==> src/rtl/rlc_pkg.sv <==
package rlc_pkg;

  typedef enum logic [1:0] {
    ST_SEARCH = 2'd0,
    ST_QUAL   = 2'd1,
    ST_LOCK   = 2'd2
  } acq_st_e;

  localparam logic [2:0] RC_143  = 3'd0;
  localparam logic [2:0] RC_177  = 3'd1;
  localparam logic [2:0] RC_270  = 3'd2;
  localparam logic [2:0] RC_360  = 3'd3;
  localparam logic [2:0] RC_540  = 3'd4;
  localparam logic [2:0] RC_1485 = 3'd5;

  // Next candidate in the cyclic search list.
  function automatic logic [2:0] rate_after(input logic [2:0] cur,
                                            input logic       skip177,
                                            input logic       hd);
    logic [2:0] r;
    case (cur)
      RC_143:  r = skip177 ? RC_270 : RC_177;
      RC_177:  r = RC_270;
      RC_270:  r = RC_360;
      RC_360:  r = RC_540;
      RC_540:  r = hd ? RC_1485 : RC_143;
      default: r = RC_143;
    endcase
    return r;
  endfunction

  // A manual code is accepted only if the variant supports it.
  function automatic logic code_valid(input logic [2:0] c, input logic hd);
    return (c <= RC_540) || (hd && (c == RC_1485));
  endfunction

endpackage

==> src/rtl/rlc_rate_seq.sv <==
module rlc_rate_seq
  import rlc_pkg::*;
#(
  parameter bit HD_EN = 1'b1
) (
  input  logic       clk,
  input  logic       rst_n,
  input  logic       auto_mode,
  input  logic       asi_protect,
  input  logic [2:0] rate_cmd,
  input  logic       adv_i,
  input  logic       lock_enter_i,
  output logic [2:0] cand_o,
  output logic [2:0] last_lock_o,
  output logic       restart_o
);

  logic       mode_q;
  logic [2:0] man_q, man_d;
  logic [2:0] cand_q, cand_d;
  logic [2:0] last_q, last_d;
  logic       cmd_ok, mode_chg, cmd_chg, asi_kick;

  always_comb begin
    cmd_ok    = code_valid(rate_cmd, HD_EN);
    mode_chg  = (auto_mode != mode_q);
    cmd_chg   = !auto_mode && cmd_ok && (rate_cmd != man_q);
    asi_kick  = auto_mode && asi_protect && (cand_q == RC_177);
    restart_o = mode_chg || cmd_chg || asi_kick;

    man_d  = cmd_ok ? rate_cmd : man_q;
    last_d = lock_enter_i ? cand_q : last_q;

    if (mode_chg)
      cand_d = auto_mode ? RC_143 : (cmd_ok ? rate_cmd : man_q);
    else if (cmd_chg)
      cand_d = rate_cmd;
    else if (asi_kick || (adv_i && auto_mode))
      cand_d = rate_after(cand_q, asi_protect, HD_EN);
    else
      cand_d = cand_q;
  end

  always_ff @(posedge clk or negedge rst_n) begin
    if (!rst_n) begin
      mode_q <= 1'b1;
      man_q  <= RC_143;
      cand_q <= RC_143;
      last_q <= RC_143;
    end else begin
      mode_q <= auto_mode;
      man_q  <= man_d;
      cand_q <= cand_d;
      last_q <= last_d;
    end
  end

  assign cand_o      = cand_q;
  assign last_lock_o = last_q;

  // a steady manual command never moves the candidate
  a_r4_manual_hold: assert property (@(posedge clk) disable iff (!rst_n)
    (!auto_mode && !mode_q && (rate_cmd == cand_q)) |=> (cand_q == $past(cand_q)));

  generate
    if (!HD_EN) begin : g_sd_only
      // the HD code is never offered in the SD-only variant
      a_r2_no_hd_code: assert property (@(posedge clk) disable iff (!rst_n)
        cand_q != RC_1485);
    end
  endgenerate

endmodule

==> src/rtl/rlc_acq_fsm.sv <==
module rlc_acq_fsm
  import rlc_pkg::*;
#(
  parameter int DW = 16,
  parameter int QW = 12
) (
  input  logic          clk,
  input  logic          rst_n,
  input  logic          restart_i,
  input  logic          loop_lock_i,
  input  logic          freq_ok_i,
  input  logic [DW-1:0] dwell_limit_i,
  input  logic [QW-1:0] qual_limit_i,
  output logic          adv_o,
  output logic          lock_enter_o,
  output logic          locked_o
);

  localparam logic [DW:0] DONE_D = {{DW{1'b0}}, 1'b1};
  localparam logic [QW:0] DONE_Q = {{QW{1'b0}}, 1'b1};

  acq_st_e       st_q, st_d;
  logic [DW-1:0] dwell_q, dwell_d;
  logic [QW-1:0] qual_q, qual_d;
  logic          good, dwell_hit, qual_hit;

  always_comb begin
    good      = loop_lock_i && freq_ok_i;
    dwell_hit = ({1'b0, dwell_q} + DONE_D) >= {1'b0, dwell_limit_i};
    qual_hit  = ({1'b0, qual_q} + DONE_Q) >= {1'b0, qual_limit_i};

    st_d         = st_q;
    dwell_d      = dwell_q;
    qual_d       = qual_q;
    adv_o        = 1'b0;
    lock_enter_o = 1'b0;

    if (restart_i) begin
      st_d    = ST_SEARCH;
      dwell_d = '0;
      qual_d  = '0;
    end else begin
      case (st_q)
        ST_SEARCH: begin
          if (good) begin
            dwell_d = '0;
            qual_d  = qual_q + 1'b1;
            if (qual_hit) begin
              st_d         = ST_LOCK;
              lock_enter_o = 1'b1;
            end else begin
              st_d = ST_QUAL;
            end
          end else if (dwell_hit) begin
            adv_o   = 1'b1;
            dwell_d = '0;
          end else begin
            dwell_d = dwell_q + 1'b1;
          end
        end
        ST_QUAL: begin
          if (!good) begin
            st_d    = ST_SEARCH;
            qual_d  = '0;
            dwell_d = '0;
          end else if (qual_hit) begin
            st_d         = ST_LOCK;
            lock_enter_o = 1'b1;
          end else begin
            qual_d = qual_q + 1'b1;
          end
        end
        default: begin
          if (!good) begin
            st_d    = ST_SEARCH;
            qual_d  = '0;
            dwell_d = '0;
          end
        end
      endcase
    end
  end

  always_ff @(posedge clk or negedge rst_n) begin
    if (!rst_n) begin
      st_q    <= ST_SEARCH;
      dwell_q <= '0;
      qual_q  <= '0;
    end else begin
      st_q    <= st_d;
      dwell_q <= dwell_d;
      qual_q  <= qual_d;
    end
  end

  assign locked_o = (st_q == ST_LOCK);

  // lock only rises after a good sample
  a_r6_lock_needs_good: assert property (@(posedge clk) disable iff (!rst_n)
    $rose(locked_o) |-> $past(loop_lock_i && freq_ok_i));

  // a bad sample while locked drops lock at the next edge
  a_r7_drop_on_bad: assert property (@(posedge clk) disable iff (!rst_n)
    (locked_o && !(loop_lock_i && freq_ok_i)) |=> !locked_o);

  // a restart always clears lock
  a_r11_restart_clears: assert property (@(posedge clk) disable iff (!rst_n)
    restart_i |=> !locked_o);

  // the search only advances while unlocked
  a_r1_adv_unlocked: assert property (@(posedge clk) disable iff (!rst_n)
    adv_o |-> !locked_o);

endmodule

==> src/rtl/rlc_out_path.sv <==
module rlc_out_path
  import rlc_pkg::*;
(
  input  logic       locked_i,
  input  logic [2:0] cand_i,
  input  logic       bypass_i,
  input  logic       autobypass_i,
  input  logic       mute_i,
  output logic       sd_flag_o,
  output logic       path_bypass_o,
  output logic       path_mute_o
);

  always_comb begin
    path_bypass_o = bypass_i || (autobypass_i && !locked_i);
    path_mute_o   = mute_i && !path_bypass_o;
    sd_flag_o     = locked_i && (cand_i != RC_1485);
  end

endmodule

==> src/rtl/rate_lock_ctrl.sv <==
module rate_lock_ctrl
  import rlc_pkg::*;
#(
  parameter bit HD_EN = 1'b1,
  parameter int DW    = 16,
  parameter int QW    = 12
) (
  input  logic          clk,
  input  logic          rst_n,
  input  logic          auto_mode,
  input  logic          asi_protect,
  input  logic [2:0]    rate_cmd,
  output logic [2:0]    rate_code_o,
  output logic          rate_code_oe,
  input  logic [DW-1:0] dwell_limit,
  input  logic [QW-1:0] qual_limit,
  input  logic          loop_lock_i,
  input  logic          freq_ok_i,
  output logic [2:0]    cand_rate_o,
  output logic          locked_o,
  output logic          sd_flag_o,
  input  logic          bypass_i,
  input  logic          autobypass_i,
  input  logic          mute_i,
  output logic          path_bypass_o,
  output logic          path_mute_o
);

  logic adv, lock_enter, restart;

  rlc_rate_seq #(.HD_EN(HD_EN)) u_seq (
    .clk          (clk),
    .rst_n        (rst_n),
    .auto_mode    (auto_mode),
    .asi_protect  (asi_protect),
    .rate_cmd     (rate_cmd),
    .adv_i        (adv),
    .lock_enter_i (lock_enter),
    .cand_o       (cand_rate_o),
    .last_lock_o  (rate_code_o),
    .restart_o    (restart)
  );

  rlc_acq_fsm #(.DW(DW), .QW(QW)) u_fsm (
    .clk           (clk),
    .rst_n         (rst_n),
    .restart_i     (restart),
    .loop_lock_i   (loop_lock_i),
    .freq_ok_i     (freq_ok_i),
    .dwell_limit_i (dwell_limit),
    .qual_limit_i  (qual_limit),
    .adv_o         (adv),
    .lock_enter_o  (lock_enter),
    .locked_o      (locked_o)
  );

  rlc_out_path u_out (
    .locked_i      (locked_o),
    .cand_i        (cand_rate_o),
    .bypass_i      (bypass_i),
    .autobypass_i  (autobypass_i),
    .mute_i        (mute_i),
    .sd_flag_o     (sd_flag_o),
    .path_bypass_o (path_bypass_o),
    .path_mute_o   (path_mute_o)
  );

  assign rate_code_oe = auto_mode;

  // no lock at 177 Mb/s one edge after protection is seen in auto mode
  a_r3_no_177_under_asi: assert property (@(posedge clk) disable iff (!rst_n)
    (auto_mode && asi_protect) |=> !(locked_o && (cand_rate_o == RC_177)));

  // SD flag only while locked to an SD rate
  a_r8_sd_flag: assert property (@(posedge clk) disable iff (!rst_n)
    sd_flag_o |-> (locked_o && (cand_rate_o != RC_1485)));

  // forced bypass wins
  a_r9_bypass_force: assert property (@(posedge clk) disable iff (!rst_n)
    bypass_i |-> path_bypass_o);

  // autobypass releases once locked
  a_r9_autobypass_locked: assert property (@(posedge clk) disable iff (!rst_n)
    (autobypass_i && !bypass_i && locked_o) |-> !path_bypass_o);

  // mute has no effect in bypass
  a_r10_no_mute_in_bypass: assert property (@(posedge clk) disable iff (!rst_n)
    path_bypass_o |-> !path_mute_o);

endmodule

==> config.mk <==
export PLATFORM = sky130hd
export DESIGN_NAME = rate_lock_ctrl
export DESIGN_NICKNAME = d
export VERILOG_FILES = /design/src/rtl/rlc_pkg.sv /design/src/rtl/rlc_rate_seq.sv /design/src/rtl/rlc_acq_fsm.sv /design/src/rtl/rlc_out_path.sv /design/src/rtl/rate_lock_ctrl.sv
export SDC_FILE = /design/constraint.sdc
export NUM_CORES = 1
export LEC_CHECK = 0
export BUFFER_PORTS_ARGS = -buffer_cell sky130_fd_sc_hd__buf_2
export CAP_MARGIN = 20
export CORE_ASPECT_RATIO = 1.5
export CORE_MARGIN = 3
export CORE_UTILIZATION = 60
export CTS_CLUSTER_SIZE = 24
export DETAILED_ROUTE_END_ITERATION = 8
export PLACE_DENSITY_LB_ADDON = 0.12
export SYNTH_ARGS = -nofsm -noshare
export SYNTH_HDL_FRONTEND = slang
export SYNTH_SLANG_ARGS = --single-unit
export TNS_END_PERCENT = 10
==> constraint.sdc <==
create_clock -name clk -period 5.9 [get_ports clk]
set_clock_uncertainty 0.05 [all_clocks]
set_input_delay 0.295 -clock clk [delete_from_list [all_inputs] [get_ports clk]]
set_output_delay 0.295 -clock clk [all_outputs]
set_load 0.02 [all_outputs]
; Word-level counts from Yosys, hierarchy flattened
; Cells that the tools add are included.
[totals]
reg_bits = 40
input_bits = 40
[op_classes]
addsub = 4
n_reduce_logical = 23
n_eq_ne = 15
mux = 33
order_cmp = 3
[op_table]
columns = op, n
row1 = two-way mux 16 bit, 5
row2 = two-way mux 12 bit, 5
row3 = one-hot mux 12 bit (2 select lines), 1
row4 = adder 16 x 1 -> 17 bit (second input constant), 1
row5 = greater-or-equal comparator 17 x 16 -> 1 bit, 1
row6 = adder 16 x 1 -> 16 bit (second input constant), 1
row7 = two-way mux 3 bit, 5
row8 = one-hot mux 3 bit (5 select lines), 1
row9 = two-way mux 2 bit, 7
row10 = adder 12 x 1 -> 13 bit (second input constant), 1
row11 = greater-or-equal comparator 13 x 12 -> 1 bit, 1
row12 = adder 12 x 1 -> 12 bit (second input constant), 1
row13 = != test 4 bit (second input constant), 3
row14 = logical AND 1 bit, 9
row15 = two-way mux 1 bit, 8
row16 = == test 3 x 2 -> 1 bit (second input constant), 2
row17 = == test 3 bit (second input constant), 2
row18 = != test 3 bit (second input constant), 2
row19 = AND reduction 3 bit, 2
row20 = logical OR 1 bit, 5
row21 = one-hot mux 2 bit (2 select lines), 1
row22 = == test 3 x 1 -> 1 bit (second input constant), 1
row23 = <= comparator 3 bit (second input constant), 1
row24 = logical NOT 1 bit, 3
row25 = 9 further kinds, 9

; Depth between registers and ports, before layout
[depth]
depth_word = 12
ltp_mapped = 16
ltp_nobuf = 14

; By module
; Synthesis repeated with hierarchy kept, for this count alone.
[unflattened]
hier_cells = 356
area_unflattened_um2 = 3280.6
[modules_own_cells]
columns = mod, instances, cells_per_inst, area_per_inst_um2
row1 = rlc_acq_fsm, 1, 283, 2596.2
row2 = rlc_rate_seq, 1, 66, 638.1
row3 = rlc_out_path, 1, 6, 38.8
row4 = rate_lock_ctrl, 1, 1, 7.5

; Worst setup path before layout
; No wires, ideal clock.
[synth_path]
path_kind = reg-to-reg
startpoint = reg u_fsm.dwell_q[0]
endpoint = reg u_fsm.dwell_q[10]
path_slack_ns = 2.664
period_less_slack_ns = 3.236
stages_incl_launch_ff = 16
n_path_buf = 2
setup_ns = 0.065
t_arrival_ns = 3.121
required_time_ns = 5.785
cell_sequence = dfrtp_1 > ha_1 > nand2_1 > or4_1 > or2_2 > nand2_1 > ha_1 > a211oi_1 > o21ai_0 > o2111ai_1 > o211ai_1 > or4_1 > buf_2 > buf_6 > a21oi_1 > a21o_1
[synth_via]
elab_chain_len = 6
word_cells_on_any_way = 7
[synth_rtl]
columns = item, line
row1 = from (decl), rlc_acq_fsm.sv:23  ; logic [DW-1:0] dwell_q, dwell_d;
row2 = from (signal assigned), rlc_acq_fsm.sv:91  ; dwell_q <= dwell_d;
row3 = adder 16 x 1 -> 17 bit, rlc_acq_fsm.sv:29  ; dwell_hit = ({1'b0, dwell_q} + DONE_D) >= {1'b0, dwell_limit_i};
row4 = greater-or-equal comparator 17 x 16 -> 1 bit, rlc_acq_fsm.sv:29
row5 = two-way mux 16 bit *, rlc_acq_fsm.sv:54  ; end else if (dwell_hit) begin
row6 = two-way mux 16 bit *, rlc_acq_fsm.sv:45  ; if (good) begin
row7 = two-way mux 16 bit *, n/a
row8 = two-way mux 16 bit *, rlc_acq_fsm.sv:38  ; if (restart_i) begin
; Mark *: on every way between the ends. The rest lies on a longest branch, timed or not.
; A chain may end at the register's enable or synchronous reset.

; Worst setup path after layout
[layout_path]
startpoint = reg u_fsm.dwell_q[0]
endpoint = reg u_fsm.dwell_q[2]
; The elaborated chain is that of the path after synthesis.

==> results by stage <==
Setup path:
- In this design, the stage delay of the slowest critical-path cell is 680 ps.
- The worst register-to-register path begins at u_fsm.dwell_q[0]$_DFFE_PN0P_.
- The endpoint class of the critical path is a flip-flop.
- Traced cell by cell, the critical path runs through ha_1 > nand2_1 > or4_1 > or2_2 > nand2_1 > ha_1 > a211oi_1 > o21ai_0 > o2111ai_1 > o211ai_1 > or4_1 > a21oi_1 > a21o_1.
- The data required time of the worst path is between 6000 and 7000 ps.
- The worst setup path is of the flip-flop to flip-flop kind.
- The worst-path cell with the longest stage delay is or4_1.
- The worst setup path is launched from a flip-flop.
- The critical-path maximum fanout is 16.
- The worst register-to-register path ends at u_fsm.dwell_q[2]$_DFFE_PN0P_.
- Data on the critical path arrives at its endpoint at between 3000 and 4000 ps.
- The buffer and inverter count on the worst path is 0.
- The kind of cell with the highest combined delay along the critical path is simple AND/OR/NAND/NOR gates.
- The cell depth of the worst flop-to-flop path is 13.
- The setup check on the worst reg-to-reg path leaves a slack of 2210 ps.

Synthesis:
- The fraction of registers with async set or reset after synthesis is 100%.
- The sequential share of the synthesized area is 32.6%.
- The share of synthesized area in the top cell type comes to between 30% and 40%.
- The number of nets in the synthesized netlist is 445.
- The number of synthesized flops with an enable pin is 0.
- A synthesized cell averages 8.20 µm².
- For this run, the leading register cell type out of synthesis is dfrtp_1.
- The number of warnings issued by yosys is 0.
- The synthesized netlist occupies a cell area of between 3000 and 4000 µm².
- The synthesized instance count is around 380.
- Yosys attributes the largest share of cell area to dfrtp_1 32%, ha_1 12%, nand2_1 6.6%.
- After synthesis the netlist holds a flip-flop and latch count of 40.
- After synthesis, the netlist uses 45 different library cells.
- The dominant cell type by area after synthesis is dfrtp_1.

Clock network:
- The H-tree was split into 2 levels.
- The total number of clock tree sinks is 40.
- The number of gates resized after cts is 0.
- The post-CTS setup buffer count is 0.
- The root buffer cell chosen for the clock tree is clkbuf_8.
- Buffers inserted to repair hold after CTS numbered 0.
- TritonCTS built the clock tree.
- The number of clock buffers inserted by TritonCTS is 5.
- The clock tree buffer depth is 2.
- The clock-pin transition on the worst setup and hold timing paths is around 80 ps.
- The clock reaches the later pin of the worst-skew pair after about 290 ps.

Timing:
- The summed negative setup slack over all endpoints is 0 ps.
- Setup repair after global routing left no endpoint under its margin.
- The minimum clock period is about 3700 ps.
- The peak clock frequency supported by timing is about 270 MHz.
- The headroom to the max-slew limit is roughly two fifths.
- The number of hold violations in the final report came to 0.
- Setup violations remaining at the end of the flow were counted as 0.
- The count of pins over their slew limit is 0.
- After layout, the worst path uses between 60% and 70% of the clock period.
- The actual transition at the worst max-transition pin is roughly 910 ps.

Pwr:
- In this run the static leakage power is about 1.9 nW.
- The peak ir drop on the vdd network is 0.140 mV.
- Power spread over the standard cell area amounts to approximately 190 nW/µm².
- The completed layout was analyzed and its total power is about 650 µW.

Cells and area:
- The final net count is about 500.
- The top cell types in the final layout, fill and taps aside, are 54 x nand2_1, 50 x buf_2, 39 x dfrtp_1.
- The signed area change from the synthesized netlist to the final layout is 13.4%.
- 0 antenna diodes ended up in the layout.
- The library cell used most frequently in the layout, excluding fill and tap cells, is nand2_1.
- The share of final-layout standard cells stronger than drive strength 1 is 17.9%.
- The finished layout holds roughly 500 standard cells, fillers aside.

Global route:
- The number of antenna violations at the first check in global routing is 0.
- The first global-routing pass estimated between 10000 and 15000 µm of wire.
- The largest net degree at the start of global routing is 41.
- The global-route congestion overflow total is 0.
- The via count of the first global-routing pass came to roughly 2700.
- Global routing used 23.2% of the available tracks across all layers.

Floorplan:
- The number of ports placed on the die boundary is between 50 and 60.
- The floorplan has 31 rows.
- The area of the core is slightly below 5000 µm².
- The die is 64.5 µm wide.
- The floorplan step defined a die boundary enclosing between 6000 and 7000 µm².
- The height of the chip is 93.7 µm.
- The initial standard-cell utilization of the core is a little over three fifths.

Route:
- The first detailed-routing pass took 4 iterations.
- The final route contains about 2700 vias.
- After detailed routing, the average wire length per cell comes to between 10 and 15 µm.
- Using the TritonRoute via totals, the vias-per-cell ratio works out to between 5 and 6.
- In the routed design, unresolved DRC markers number 0.
- The sum of routed wire length over all layers is roughly 6500 µm.
- In this run the remaining antenna-violating nets after routing total 0.
- The number of DRC markers after the initial detailed-route iteration is 95.

Placed design:
- After legalization and detailed placement, the total HPWL measured between 5000 and 6000 µm.
- The placed instance count is roughly 480.
- Routability-driven placement finished with a final weighted congestion of a little over 0.8.
- Input and output buffers added on the ports amount to 50.

Hold path:
- The path class of the tightest hold or removal check is input pin to asynchronous set/reset pin.

Status:
- The run finished with clean final reports.

Run:
- The number of maximum-capacitance constraint violations is 0.
-- stage by stage --
step	instance area, µm²	util [%]	setup slack, ps	hold slack (ps)
detailed placement	3380	69.1	2240	439
CTS	3490	71.4	2220	118
global placement	3380	69.1	2320	425
floorplan	3080	-	2660	-50.6
finish	3490	71.4	2210	74.1
global route	3490	71.4	1920	156
-- cell families (layout without fill, tap and decap cells) --
kind of cell               after synthesis  in the layout  share of synthesized area [%]
and+or+nand+nor                        151            151                           23.7
xor gates and xnor gates                21             21                           5.98
adders and majority gates               30             30                           12.2
buffers and inverters                   47             97                           6.18
muxes                                   12             12                           4.19
DFF                                     40             40                           32.6
AOI/OAI and AO/OA                       74             74                           15.2
-- worst register-to-register path, cell delays in order, from the launching register on --
cell and delay (ps):
dfrtp_1 420, ha_1 230, nand2_1 100, or4_1 580, or2_2 320, nand2_1 80
ha_1 240, a211oi_1 180, o21ai_0 140, o2111ai_1 120, o211ai_1 160, or4_1 680
a21oi_1 230, a21o_1 110
-- power breakdown --
group / switching (mW) / internal [mW] / total [mW] / leakage, nW
registers: 0.0172 / 0.285 / 0.302 / 0.544
clock network: 0.101 / 0.125 / 0.226 / 0.0541
logic: 0.0697 / 0.0539 / 0.124 / 1.29
-- state kept, by name, indices dropped and copies added (netlist names) --
name               cells
u_seq.last_lock_o      3
u_seq.man_q            3
u_seq.cand_o           3
u_fsm.qual_q          12
u_fsm.st_q             2
u_fsm.dwell_q         16
u_seq.mode_q           1
-- layer usage --
metal / wire, µm / global-route usage [%]
met4: 78 / 9.17
met1: 2630 / 25.1
met3: 186 / 2.87
met2: 3630 / 44.5
met5: 0 / 0
-- worst max path at each step --
stage               cells past startpoint                       endpoint  slack [ps]                    startpoint
global placement                       13   u_fsm.dwell_q[2]$_DFFE_PN0P_        2320  u_fsm.dwell_q[0]$_DFFE_PN0P_
global route                           13  u_fsm.dwell_q[10]$_DFFE_PN0P_        1920  u_fsm.dwell_q[0]$_DFFE_PN0P_
detailed placement                     13   u_fsm.dwell_q[2]$_DFFE_PN0P_        2240  u_fsm.dwell_q[0]$_DFFE_PN0P_
CTS                                    13   u_fsm.dwell_q[2]$_DFFE_PN0P_        2220  u_fsm.dwell_q[0]$_DFFE_PN0P_
finish                                 13   u_fsm.dwell_q[2]$_DFFE_PN0P_        2210  u_fsm.dwell_q[0]$_DFFE_PN0P_
floorplan                              15  u_fsm.dwell_q[10]$_DFFE_PN0P_        2660  u_fsm.dwell_q[0]$_DFFE_PN0P_
-- Yosys cell counts (all sizes together) (4+ instances only) --
cell	n
nand2	54
or3	5
o41ai	4
a21o	8
a211oi	5
nor3	4
mux2	7
buf	4
dfrtp	39
clkbuf	7
nor2	25
or2	6
xor2	9
ha	30
mux2i	5
a21oi	16
o21ai	24
inv	36
and3	5
nand3	19
nand2b	18
nand4	6
xnor2	12
-- final cells by class --
type | count | area [µm²]
multi-input combinational | 288 | 1880
inverter | 36 | 135
sequential | 40 | 1000
clock buffer | 5 | 68.8
tap | 66 | 82.6
fill | 416 | 1400
timing repair buffer | 53 | 273
clock inverter | 3 | 42.5
Note: power is estimated with default switching activity, not from simulation.
